==> config.mk <==
export PLATFORM = sky130hd
export DESIGN_NAME = doorbell_unit
export DESIGN_NICKNAME = d
export VERILOG_FILES = /design/src/rtl/doorbell_pkg.sv /design/src/rtl/doorbell_trig_dec.sv /design/src/rtl/doorbell_cpu_bank.sv /design/src/rtl/doorbell_unit.sv
export SDC_FILE = /design/constraint.sdc
export NUM_CORES = 1
export LEC_CHECK = 0
export BUFFER_PORTS_ARGS = -buffer_cell sky130_fd_sc_hd__buf_2
export CORE_ASPECT_RATIO = 0.8
export CORE_MARGIN = 5
export CORE_UTILIZATION = 40
export CTS_CLUSTER_SIZE = 20
export DETAILED_ROUTE_END_ITERATION = 7
export SLEW_MARGIN = 40
export SYNTH_ARGS = -nofsm -noshare
export SYNTH_HDL_FRONTEND = slang
export SYNTH_SLANG_ARGS = --single-unit
==> constraint.sdc <==
create_clock -name clk -period 3.25 [get_ports clk]
set_input_delay 0.65 -clock clk [delete_from_list [all_inputs] [get_ports clk]]
set_output_delay 0.65 -clock clk [all_outputs]
set_load 0.005 [all_outputs]
==> src/rtl/doorbell_pkg.sv <==
package doorbell_pkg;
    localparam int DB_W = 32;
    localparam int NUM_W = $clog2(DB_W);
    localparam logic [DB_W-1:0] IPI_GRP = 32'h0000_00FF;
    localparam logic [DB_W-1:0] MSG_GRP = 32'hFFFF_0000;
    localparam logic [7:0] OFF_TRIG  = 8'h04;
    localparam logic [7:0] OFF_CAUSE = 8'h08;
    localparam logic [7:0] OFF_MASK  = 8'h0C;
endpackage

==> src/rtl/doorbell_trig_dec.sv <==
module doorbell_trig_dec
    import doorbell_pkg::*;
#(
    parameter int NCPU    = 4,
    parameter int TGT_LSB = 8
) (
    input  logic                       clk,
    input  logic                       rst_n,
    input  logic                       trig_wr,
    input  logic [DB_W-1:0]            wdata,
    output logic [NCPU-1:0][DB_W-1:0]  set_o
);
    typedef struct packed {
        logic [NCPU-1:0][DB_W-1:0] set;
    } dec_state_t;

    dec_state_t st_d, st_q;

    always_comb begin
        st_d = '0;
        for (int c = 0; c < NCPU; c++) begin
            if (trig_wr && wdata[TGT_LSB + c])
                st_d.set[c] = DB_W'(1) << wdata[NUM_W-1:0];
        end
    end

    always_ff @(posedge clk) begin
        if (!rst_n) st_q <= '0;
        else        st_q <= st_d;
    end

    assign set_o = st_q.set;
endmodule

==> src/rtl/doorbell_cpu_bank.sv <==
module doorbell_cpu_bank
    import doorbell_pkg::*;
(
    input  logic            clk,
    input  logic            rst_n,
    input  logic [DB_W-1:0] set_i,
    input  logic            cause_wr_i,
    input  logic            mask_wr_i,
    input  logic [DB_W-1:0] wdata_i,
    output logic [DB_W-1:0] cause_o,
    output logic [DB_W-1:0] mask_o,
    output logic            ipi_o,
    output logic            msg_o
);
    typedef struct packed {
        logic [DB_W-1:0] cause;
        logic [DB_W-1:0] mask;
    } bank_state_t;

    bank_state_t st_d, st_q;
    logic [DB_W-1:0] live;

    always_comb begin
        st_d = st_q;
        if (cause_wr_i) st_d.cause = st_q.cause & wdata_i;
        st_d.cause = st_d.cause | set_i;
        if (mask_wr_i) st_d.mask = wdata_i;
    end

    always_ff @(posedge clk) begin
        if (!rst_n) st_q <= '0;
        else        st_q <= st_d;
    end

    assign live    = st_q.cause & st_q.mask;
    assign ipi_o   = |(live & IPI_GRP);
    assign msg_o   = |(live & MSG_GRP);
    assign cause_o = st_q.cause;
    assign mask_o  = st_q.mask;


    set_onehot_chk: assert property (@(posedge clk) disable iff (!rst_n)
        $onehot0(set_i));

    trig_win_chk: assert property (@(posedge clk) disable iff (!rst_n)
        (set_i != '0) |=> ((cause_o & $past(set_i)) == $past(set_i)));

    clr_and_chk: assert property (@(posedge clk) disable iff (!rst_n)
        (cause_wr_i && set_i == '0) |=> (cause_o == ($past(cause_o) & $past(wdata_i))));

    idle_hold_chk: assert property (@(posedge clk) disable iff (!rst_n)
        (!cause_wr_i && set_i == '0) |=> $stable(cause_o));

    mask_hold_chk: assert property (@(posedge clk) disable iff (!rst_n)
        !mask_wr_i |=> $stable(mask_o));

    gap_quiet_chk: assert property (@(posedge clk) disable iff (!rst_n)
        ((cause_o & mask_o & ~DB_W'(16'hFF00)) == '0) |-> !(ipi_o || msg_o));
endmodule

==> src/rtl/doorbell_unit.sv <==
module doorbell_unit
    import doorbell_pkg::*;
#(
    parameter int NCPU    = 4,
    parameter int TGT_LSB = 8,
    localparam int CPU_W  = (NCPU > 1) ? $clog2(NCPU) : 1
) (
    input  logic             clk,
    input  logic             rst_n,
    input  logic             bus_wr,
    input  logic             bus_rd,
    input  logic             bus_shared,
    input  logic [7:0]       bus_addr,
    input  logic [CPU_W-1:0] bus_cpu,
    input  logic [DB_W-1:0]  bus_wdata,
    output logic [DB_W-1:0]  bus_rdata,
    output logic [NCPU-1:0]  ipi_irq,
    output logic [NCPU-1:0]  msg_irq
);
    typedef struct packed {
        logic [DB_W-1:0] rdata;
    } rd_state_t;

    rd_state_t st_d, st_q;
    logic trig_wr;
    logic [NCPU-1:0][DB_W-1:0] set_v, cause_v, mask_v;
    logic [NCPU-1:0] cause_wr, mask_wr;

    assign trig_wr = bus_wr && bus_shared && (bus_addr == OFF_TRIG);

    doorbell_trig_dec #(.NCPU(NCPU), .TGT_LSB(TGT_LSB)) u_dec (
        .clk(clk), .rst_n(rst_n), .trig_wr(trig_wr),
        .wdata(bus_wdata), .set_o(set_v)
    );

    for (genvar c = 0; c < NCPU; c++) begin : g_cpu
        assign cause_wr[c] = bus_wr && !bus_shared && (bus_addr == OFF_CAUSE)
                             && (bus_cpu == CPU_W'(c));
        assign mask_wr[c]  = bus_wr && !bus_shared && (bus_addr == OFF_MASK)
                             && (bus_cpu == CPU_W'(c));
        doorbell_cpu_bank u_bank (
            .clk(clk), .rst_n(rst_n), .set_i(set_v[c]),
            .cause_wr_i(cause_wr[c]), .mask_wr_i(mask_wr[c]),
            .wdata_i(bus_wdata), .cause_o(cause_v[c]), .mask_o(mask_v[c]),
            .ipi_o(ipi_irq[c]), .msg_o(msg_irq[c])
        );
    end

    always_comb begin
        st_d = st_q;
        if (bus_rd) begin
            st_d.rdata = '0;
            if (!bus_shared) begin
                if (bus_addr == OFF_CAUSE)     st_d.rdata = cause_v[bus_cpu];
                else if (bus_addr == OFF_MASK) st_d.rdata = mask_v[bus_cpu];
            end
        end
    end

    always_ff @(posedge clk) begin
        if (!rst_n) st_q <= '0;
        else        st_q <= st_d;
    end

    assign bus_rdata = st_q.rdata;


    one_bank_wr_chk: assert property (@(posedge clk) disable iff (!rst_n)
        $onehot0(cause_wr | mask_wr));
endmodule

==> results.md, run 1 <==
* Hold WC Path Type: flop to flop
* Initial antenna violation count at 5
* Reg2reg end: bus_rdata[17]
* Worst skew pair latency at 0.53 ns
* Sequential element share of the synthesized area at 0.5441
* CORE AREA at 0.03804 mm^2
* Post-CTS Hold Buffers at 0
* HP Start: bus_rdata[29]
* Clk slew on worst S/H paths at 0.06 ns
* H-tree level count at 2
* Post-synth EDFFs at 0
* Post-Syn Nets at 1678
* Max_cap viols at 0
* Critical path required time at 2.60 ns
* Period utilization at 0.8422
* Crit Path Class: flop to primary output
* Leak at 6.610 nW
* TritonCTS clock tree: done
* Die ar. at 0.04230 mm^2
* DR iter-0 viols at 1410
* First-pass GRT wire length at 72.82 mm
* XOR/XNOR Fraction of Synth Area at 0
* Layout cells sized above 1 at 0.1542
* Post-synth top area cell: dfxtp_1
* Drt pass-1 iters at 5
* Unrepaired setup endpoints after global routing: no
* Max incr delay on CP at 0.52 ns
* Worst Setup End Kind: primary output
* Cell count after placement at 2121
* Layout Area Growth over Synthesis at 15.83%
* Reg2reg start: g_cpu[1].u_bank.cause_o[17]
* Largest net degree at the start of global routing at 156
* Top cells by count, synth: 416 x dfxtp_1, 262 x nor2_1, 256 x o21ai_0
* Synthesized cell area at 0.01531 mm^2
* PwrDens at 591.7 mW/mm^2
* Clock Power Share at 0.482
* Fmax at 0.3653 GHz
* Post-layout nets at 1716
* Clock Skew at 0.008901 ns
* Non-filler cells, final at 2197
* VDD IR max at 302.2 uV
* Die height at 185.0 um
* Via-to-Cell Ratio at 5.740
* Largest family of logic cells by synthesized area: compound AO/OA/AOI/OAI gates
* IO buf count at 86
* DRC errors left at 0
* Cell with the most instances after synthesis: dfxtp_1
* Slowest library cell on the worst path: a221oi_1
* Final hold vios at 0
* Compound-Gate Fraction of Synth Area at 0.1674
* Synth async-reset ratio at 0
* FF+latch count, synth at 416
* Routed via count at 12610
* CTS Sinks at 416
* Register-to-Register Path Depth at 3
* Setup Viol. Count Final at 0
* CTS resizes at 0
* Switching power at 0.002211 W
* Setup slack, reg-to-reg at 1.78 ns
* Post-synthesis mux area share at 0.09417
* Dpl hpwl at 31.04 mm
* Total GRT Usage at 0.2208
* Slew at the pin with the worst max-slew slack at 0.8375 ns
* Flop pwr share at 0.486
* Setup bufs post-CTS at 0
* Die Wd at 228.7 um
* Max Root-Sink Buffers at 3
* Hold Path End: bus_rdata[29]
* Final ANT Viol Nets at 0
* Avg Inst Size Synth at 9.384 um^2
* Most common flop cell mapped by yosys: dfxtp_1
* CP Launch Type: flop
* Wire per inst at 21.77 um
* Max-slew violation count at 0
* Final period demand of the worst path at 2.737 ns
* Internal at 0.008281 W
* Crit-path cells: a22o_1 -> a221oi_1 -> nand4_1 -> buf_2
* Post-Synth Adder-Cell Area at 0
* Initial Util at 0.4024
* Sw Ratio at 0.2107
* Area contributors post-synth: dfxtp_1 54%, mux4_2 9.4%, o21ai_0 8.4%
* Yosys warns at 0
* Library cells used by synthesis at 31
* Number of global-route vias before repair at 11590
* Number of CTS-inserted buffers at 41
* Boundary Pins at 87
* Gpl congestion at 0.8587
* Post-Syn Instances at 1631
* Setup TNS at 0 ns
* Simple-gate share of the synthesized area at 0.1594
* Run status: complete, no violations
* Grt ovf at 0
* Comb pwr share at 0.032
* Top cell type's share of synthesized area at 0.5441
* CTS root buf: clkbuf_16
* Row count at 64
* WP data arrival at 2.09 ns
* Slew Limit Headroom at 0.4405
* Cells on Worst Hold Path at 2
* Final WL at 47.84 mm
* Worst-path fanout max at 3
* Total power at 0.01049 W
[layout make-up]
class,instances,area (um^2)
Antenna cell,3,7.507
Tap cell,495,619.3
Clock inverter,17,267.8
Clock buffer,56,1172
Inverter,1,3.754
Sequential cell,416,8328
Timing Repair Buffer,119,832.0
Fill cell,3508,20310
Multi-Input combinational cell,1090,6499
[layout by cell type (no fill, tap or decap), types with 2 or more instances in the layout]
master / synthesis / routed
a21oi_1: 128 / 128
a221oi_1: 16 / 16
a22o_1: 16 / 16
a22oi_1: 48 / 48
and4_1: 3 / 3
and4b_1: 3 / 3
buf_12: 0 / 11
buf_2: 24 / 84
buf_4: 9 / 21
buf_6: 0 / 3
bufinv_16: 0 / 7
clkbuf_1: 77 / 6
clkbuf_16: 0 / 41
clkbuf_8: 0 / 9
clkinv_2: 0 / 7
clkinvlp_4: 0 / 3
dfxtp_1: 416 / 416
diode_2: 0 / 3
mux4_2: 64 / 64
nand2_1: 136 / 136
nand3_1: 128 / 128
nand4_1: 8 / 8
nand4_2: 4 / 2
nand4_4: 0 / 2
nor2_1: 262 / 260
nor2_4: 0 / 2
nor3_1: 2 / 2
nor3_4: 0 / 2
nor3b_1: 4 / 4
o21ai_0: 256 / 256
[flip-flops by register name, summed over array words and instances (netlist names)]
| register | cells |
|---|---|
| u_dec.set_o | 128 |
| g_cpu.u_bank.mask_o | 128 |
| bus_rdata | 32 |
| g_cpu.u_bank.cause_o | 128 |
[metal layers]
metal	part of all wire	track usage	wire length [um]	vias to the layer above
met1	0.48	0.3401	22800	6124
met2	0.41	0.3106	19520	526
met3	0.096	0.05441	4613	70
met4	0.018	0.05225	885	4
met5	0.00044	0	21	-
li1	-	-	-	5886
[power groups by stage]
stage / clock network, W / logic [W] / registers [W]
floorplan: 0 / 0.000203 / 0.00521
global placement: 0 / 0.000332 / 0.00521
detailed placement: 0 / 0.000335 / 0.00521
CTS: 0.00514 / 0.000336 / 0.00510
global route: 0.00534 / 0.000368 / 0.00509
finish: 0.00505 / 0.000339 / 0.00510
[critical path, delay by kind of cell, from the launching register on]
kind | cells | cell delay, ns
AOI/OAI and AO/OA | 2 | 0.78
and+or+nand+nor | 1 | 0.25
DFF | 1 | 0.33
buffers and inverters | 1 | 0.20
[stage by stage]
step	hold WS, ns	utilization	setup slack, ns	cell area (um^2)
after floorplan	0.4345	-	1.135	15310
after global placement	0.4187	0.4278	0.6208	16270
after detailed placement	0.4238	0.4278	0.6097	16270
after CTS	0.4337	0.4657	0.5201	17710
after global routing	0.4534	0.4659	0.4485	17720
final	0.4307	0.4661	0.5128	17730
[logic make-up after synthesis]
| kind of cell | count (synthesis) |
|---|---|
| simple gates | 562 |
| compound gates | 464 |
| buf+inv | 125 |
| mux | 64 |
| flops | 416 |
[worst max path at each step]
stage / from / to / cells after the start
floorplan: bus_cpu[0] / bus_rdata[22] / 6
global placement: bus_cpu[0] / bus_rdata[10] / 5
detailed placement: bus_cpu[0] / bus_rdata[11] / 5
CTS: g_cpu[2].u_bank.cause_o[26] / msg_irq[2] / 4
global route: g_cpu[1].u_bank.cause_o[16] / msg_irq[1] / 4
finish: g_cpu[2].u_bank.cause_o[26] / msg_irq[2] / 4
Power figures use the tool's default switching activity.
==> run 2, diff against run 1 <==
clock period = 2.5 ns   (was 3.25 ns; I/O delays follow)
==> results.md, run 2 (same netlist as run 1, synthesis figures left out) <==
* Routed via count at 12590 (-0.17%)
* PwrDens at 756.8 mW/mm^2 (+28%)
* Post-layout nets at 1726 (+0.58%)
* Max incr delay on CP at 0.34 ns (-0.18 ns)
* Crit Path Class: flop to primary output
* Unrepaired setup endpoints after global routing: no
* Layout Area Growth over Synthesis at 16.50%
* Via-to-Cell Ratio at 5.704 (-0.63%)
* Commonest non-fill, non-tap cells in the layout: 416 x dfxtp_1, 260 x nor2_1, 256 x o21ai_0
* Hold WC Path Type: input port to flop
* Total power at 0.01350 W (+29%)
* Final hold vios at 0 (unchanged)
* DRC errors left at 0 (unchanged)
* Die Wd at 228.7 um (unchanged)
* DR iter-0 viols at 1333 (-5.5%)
* Boundary Pins at 87 (unchanged)
* Hold Path End: g_cpu[1].u_bank.cause_o[19]
* Run status: complete, no violations
* Dpl hpwl at 31.12 mm (+0.28%)
* Top delay family on crit path: compound AO/OA/AOI/OAI gates
* CTS root buf: clkbuf_16
* Setup TNS at 0 ns (unchanged)
* Final WL at 49.16 mm (+2.8%)
* Max Root-Sink Buffers at 3 (unchanged)
* Number of CTS-inserted buffers at 41 (unchanged)
* Row count at 64 (unchanged)
* Period utilization at 0.9501
* Setup slack, reg-to-reg at 1.11 ns (-0.67 ns)
* Layout cells sized above 1 at 0.1609 (+0.006704)
* Crit path buffers/inverters at 2 (+1)
* Fillers at 3512 (+0.11%)
* Clock Skew at 0.01635 ns (+0.007444 ns)
* Commonest non-fill, non-tap cell in the layout: dfxtp_1
* Leak at 6.675 nW (+0.97%)
* Worst skew pair latency at 0.54 ns (about the same)
* First-pass GRT wire length at 74.15 mm (+1.8%)
* Die ar. at 0.04230 mm^2 (unchanged)
* WP depth at 5 (+1)
* H-tree level count at 2 (unchanged)
* Hold_ws at 0.3047 ns (-0.1260 ns)
* CORE AREA at 0.03804 mm^2 (unchanged)
* VDD IR max at 414.8 uV (+37%)
* Gpl congestion at 0.8344 (-2.8%)
* Reg2reg end: bus_rdata[20]
* Slew at the pin with the worst max-slew slack at 0.8421 ns (+0.004626 ns)
* Grt ovf at 0 (unchanged)
* HP Start: bus_wdata[19]
* Post-DP Area at 0.01641 mm^2 (+0.85%)
* IO buf count at 86 (unchanged)
* Max_cap viols at 0 (unchanged)
* Slew Limit Headroom at 0.4386 (-0.001876)
* Initial Util at 0.4024 (unchanged)
* Number of global-route vias before repair at 11850 (+2.3%)
* Reg2reg start: g_cpu[3].u_bank.cause_o[20]
* Cells on Worst Hold Path at 3 (+1)
* Sequential Area at 0.008328 mm^2 (unchanged)
* Critical path required time at 2.00 ns (-0.60 ns)
* Fmax at 0.4210 GHz
* Multi-input logic area at 0.006515 mm^2 (+0.25%)
* Slowest library cell on the worst path: dfxtp_1
* Die height at 185.0 um (unchanged)
* CTS Sinks at 416 (unchanged)
* Initial antenna violation count at 7 (+2)
* Total GRT Usage at 0.2259 (+0.005126)
* Crit-path cells: a22o_1 -> a221oi_1 -> buf_4 -> nand4_1 -> buf_2
* TritonCTS clock tree: done
* Setup Viol. Count Final at 0 (unchanged)
* Final period demand of the worst path at 2.375 ns
* CP Launch Type: flop
* Worst Setup End Kind: primary output
* Clk slew on worst S/H paths at 0.06 ns (about the same)
* WP data arrival at 1.88 ns (-0.21 ns)
* Register-to-Register Path Depth at 3 (unchanged)
* Fin area at 0.01783 mm^2 (+0.58%)
* Final ANT Viol Nets at 0 (unchanged)
* Max-slew violation count at 0 (unchanged)
* Wire per inst at 22.27 um (+2.3%)
* Drt pass-1 iters at 6 (+1)
* Worst-path fanout max at 3 (unchanged)
* Largest net degree at the start of global routing at 181 (+16%)
[run 2: how the worst max path moves through the flow]
stage                                 from            end
6_report       g_cpu[2].u_bank.cause_o[26]     msg_irq[2]
5_1_grt        g_cpu[2].u_bank.cause_o[26]     msg_irq[2]
3_5_place_dp                    bus_cpu[0]  bus_rdata[18]
4_1_cts        g_cpu[3].u_bank.cause_o[22]     msg_irq[3]
3_3_place_gp                    bus_cpu[0]  bus_rdata[17]
2_1_floorplan                   bus_cpu[0]  bus_rdata[21]
[run 2: layout make-up]
type                            instances  area share
Clock inverter                         14    0.009683
Tap cell                              495     0.03473
Inverter                                1   0.0002105
Sequential cell                       416      0.4670
Multi-Input combinational cell       1090      0.3654
Clock buffer                           59     0.06862
Timing Repair Buffer                  129     0.05396
Antenna cell                            3   0.0004210
[run 2: stage by stage]
step	instances	worst slack (ns)	util
global placement	2131	0.2921	0.4314
finish	2207	0.1246	0.4688
detailed placement	2131	0.2833	0.4314
floorplan	1631	0.5354	-
global route	2205	0.008524	0.4687
CTS	2204	0.01853	0.4681
[run 2: repair_timing]
item,4_1_cts,5_1_grt
hold endpoints to repair,0,0
setup buffers,0,0
hold buffers,0,0
setup endpoints to repair,0,2
resized for setup,0,3
[run 2: routing by layer]
layer | vias up | track usage | share of wire
met4 | 2 | 0.04838 | 0.017
met2 | 505 | 0.3238 | 0.41
li1 | 5893 | - | -
met1 | 6123 | 0.3411 | 0.47
met5 | - | 0 | 0.00041
met3 | 65 | 0.06238 | 0.10
[run 2: report_power, final]
part	switching (W)	total, W	leakage [nW]	internal (W)
logic	0.000313	0.000457	2.63	0.000144
clock network	0.00260	0.00641	0.697	0.00381
registers	0.000000403	0.00663	3.35	0.00663
[run 2: worst reg2reg max path: cells and delay by family, from the launching register on]
family | cells | cell delay [ns]
mux | 1 | 0.48
compound gates | 1 | 0.37
flops | 1 | 0.33
simple gates | 1 | 0.09
==> run 3, diff against run 2 <==
CORE_ASPECT_RATIO = 1.25   (was 0.8)
==> results.md, run 3 (same netlist as run 1, synthesis figures left out) <==
* Unrepaired setup endpoints after global routing: no
* Setup bufs post-CTS at 0 (unchanged)
* Total power at 0.01322 W (-2.0%)
* Sw Ratio at 0.2175 (+0.001293)
* Comb pwr share at 0.034 (about the same)
* Wire per inst at 20.89 um (-6.2%)
* Number of global-route vias before repair at 12170 (+2.7%)
* Max incr delay on CP at 0.39 ns (+0.05 ns)
* Fmax at 0.4015 GHz (-4.6%)
* Grt ovf at 0 (unchanged)
* Crit path buffers/inverters at 1 (-1)
* Via-to-Cell Ratio at 5.639 (-1.1%)
* Post-CTS Hold Buffers at 0 (unchanged)
* Setup slack at placement at 0.1965 ns (-0.08689 ns)
* Top delay family on crit path: compound AO/OA/AOI/OAI gates
* Slew Limit Headroom at 0.5515 (+0.1129)
* Final hold vios at 0 (unchanged)
* Critical path required time at 2.00 ns (about the same)
* Clock Power Share at 0.465 (-0.010)
* Register-to-Register Path Depth at 3 (unchanged)
* Clock Skew at 0.01648 ns (+0.0001364 ns)
* Boundary Pins at 87 (unchanged)
* Flop pwr share at 0.501 (+0.010)
* Final WL at 46.02 mm (-6.4%)
* CORE AREA at 0.03804 mm^2 (unchanged)
* DRC errors left at 0 (unchanged)
* Dpl hpwl at 30.12 mm (-3.2%)
* Period utilization at 0.9964 (+0.04623)
* WP data arrival at 1.99 ns (+0.11 ns)
* Worst-path fanout max at 3 (unchanged)
* Setup slack, reg-to-reg at 1.16 ns (+0.05 ns)
* CTS Sinks at 416 (unchanged)
* Cells on Worst Hold Path at 3 (unchanged)
* Slew at the pin with the worst max-slew slack at 0.6728 ns (-0.1693 ns)
* Initial antenna violation count at 3 (-4)
* Routed via count at 12420 (-1.3%)
* First-pass GRT wire length at 71.22 mm (-3.9%)
* Largest net degree at the start of global routing at 126 (-30%)
* Drt pass-1 iters at 6 (unchanged)
* Setup Viol. Count Final at 0 (unchanged)
* Reg2reg end: bus_rdata[0]
* Setup TNS at 0 ns (unchanged)
* Gpl congestion at 0.8240 (-1.2%)
* Slowest library cell on the worst path: a221oi_1
* Hold_ws at 0.2875 ns (-0.01722 ns)
* HP Start: bus_wdata[21]
* Number of CTS-inserted buffers at 41 (unchanged)
* TritonCTS clock tree: done
* Row count at 80 (+25%)
* Setup slack after layout at 0.009077 ns (-0.1156 ns)
* Crit-path cells: a22o_1 -> a221oi_1 -> nand4_1 -> buf_2
* VDD IR max at 413.8 uV (-0.25%)
* Switching power at 0.002875 W (-1.4%)
* Internal at 0.01035 W (-2.2%)
* CP Launch Type: flop
* Final ANT Viol Nets at 0 (unchanged)
* Worst Setup End Kind: primary output
* H-tree level count at 2 (unchanged)
* Hold WC Path Type: input port to flop
* Reg2reg start: g_cpu[2].u_bank.cause_o[0]
* Layout Area Growth over Synthesis at 15.96%
* CTS root buf: clkbuf_16
* DR iter-0 viols at 1085 (-19%)
* Worst skew pair latency at 0.54 ns (about the same)
* Die ar. at 0.04230 mm^2 (unchanged)
* Initial Util at 0.4024 (unchanged)
* PwrDens at 744.9 mW/mm^2 (-1.6%)
* Clk slew on worst S/H paths at 0.06 ns (about the same)
* Commonest non-fill, non-tap cells in the layout: 416 x dfxtp_1, 260 x nor2_1, 256 x o21ai_0
* Fillers at 3605 (+2.6%)
* Leak at 6.632 nW (-0.65%)
* CTS resizes at 0 (unchanged)
* Die height at 228.7 um (+24%)
* Crit Path Class: flop to primary output
* Hold Path End: g_cpu[1].u_bank.cause_o[21]
* Max Root-Sink Buffers at 3 (unchanged)
* Max_cap viols at 0 (unchanged)
* Layout cells sized above 1 at 0.1602 (-0.0006789)
* Run status: complete, no violations
* Post-layout nets at 1727 (+0.058%)
* IO buf count at 86 (unchanged)
* Total GRT Usage at 0.2155 (-0.01045)
* Commonest non-fill, non-tap cell in the layout: dfxtp_1
* Final period demand of the worst path at 2.491 ns (+0.1156 ns)
* Die Wd at 185.0 um (-19%)
* Max-slew violation count at 0 (unchanged)
==> run 3: final cells by class <==
class | instances | area, um^2 | area share
antenna | 1 | 2.502 | 0.0001410
clock buffer | 59 | 1246 | 0.07021
clock inverter | 14 | 111.4 | 0.006274
inverter | 1 | 3.754 | 0.0002115
multi-input combinational | 1090 | 6497 | 0.3661
sequential | 416 | 8328 | 0.4692
tap | 492 | 615.6 | 0.03468
timing repair buffer | 130 | 944.7 | 0.05322
==> run 3: through the flow <==
step | utilization | cells | instance area, um^2
after global routing | 0.4666 | 2203 | 17750
after CTS | 0.4664 | 2202 | 17740
final | 0.4666 | 2203 | 17750
after floorplan | - | 1631 | 15310
after global placement | 0.4307 | 2129 | 16380
after detailed placement | 0.4307 | 2129 | 16380
==> run 3: worst reg2reg max path, delay by kind of cell, from the launching register on <==
kind | cells | cell delay [ns]
and+or+nand+nor | 1 | 0.09
AOI/OAI and AO/OA | 1 | 0.30
muxes | 1 | 0.48
DFF | 1 | 0.36
==> run 3: routing by layer <==
| layer | vias to the layer above | track usage | wire length (um) |
|---|---|---|---|
| li1 | 5888 | - | - |
| met1 | 5978 | 0.2698 | 18360 |
| met2 | 442 | 0.3674 | 22780 |
| met3 | 115 | 0.03980 | 3074 |
| met4 | 0 | 0.08284 | 1801 |
| met5 | - | 0 | 0 |
==> run 3: worst max path at each step <==
stage                                to                        from  depth (start not counted)  slack [ns]
after floorplan           bus_rdata[21]                  bus_cpu[0]                          6        0.54
after global placement    bus_rdata[19]                  bus_cpu[0]                          5        0.23
after detailed placement  bus_rdata[31]                  bus_cpu[0]                          5        0.20
after CTS                    msg_irq[1]  g_cpu[1].u_bank.mask_o[16]                          4        0.03
after global routing         msg_irq[1]  g_cpu[1].u_bank.mask_o[16]                          4       0.003
final                        msg_irq[1]  g_cpu[1].u_bank.mask_o[16]                          4       0.009
==> run 3: power groups by stage <==
stage	clock network [W]	registers (W)	logic, W
2_1_floorplan	0	0.00678	0.000264
3_3_place_gp	0	0.00678	0.000441
3_5_place_dp	0	0.00678	0.000447
4_1_cts	0.00626	0.00663	0.000447
5_1_grt	0.00651	0.00662	0.000488
6_report	0.00615	0.00663	0.000446
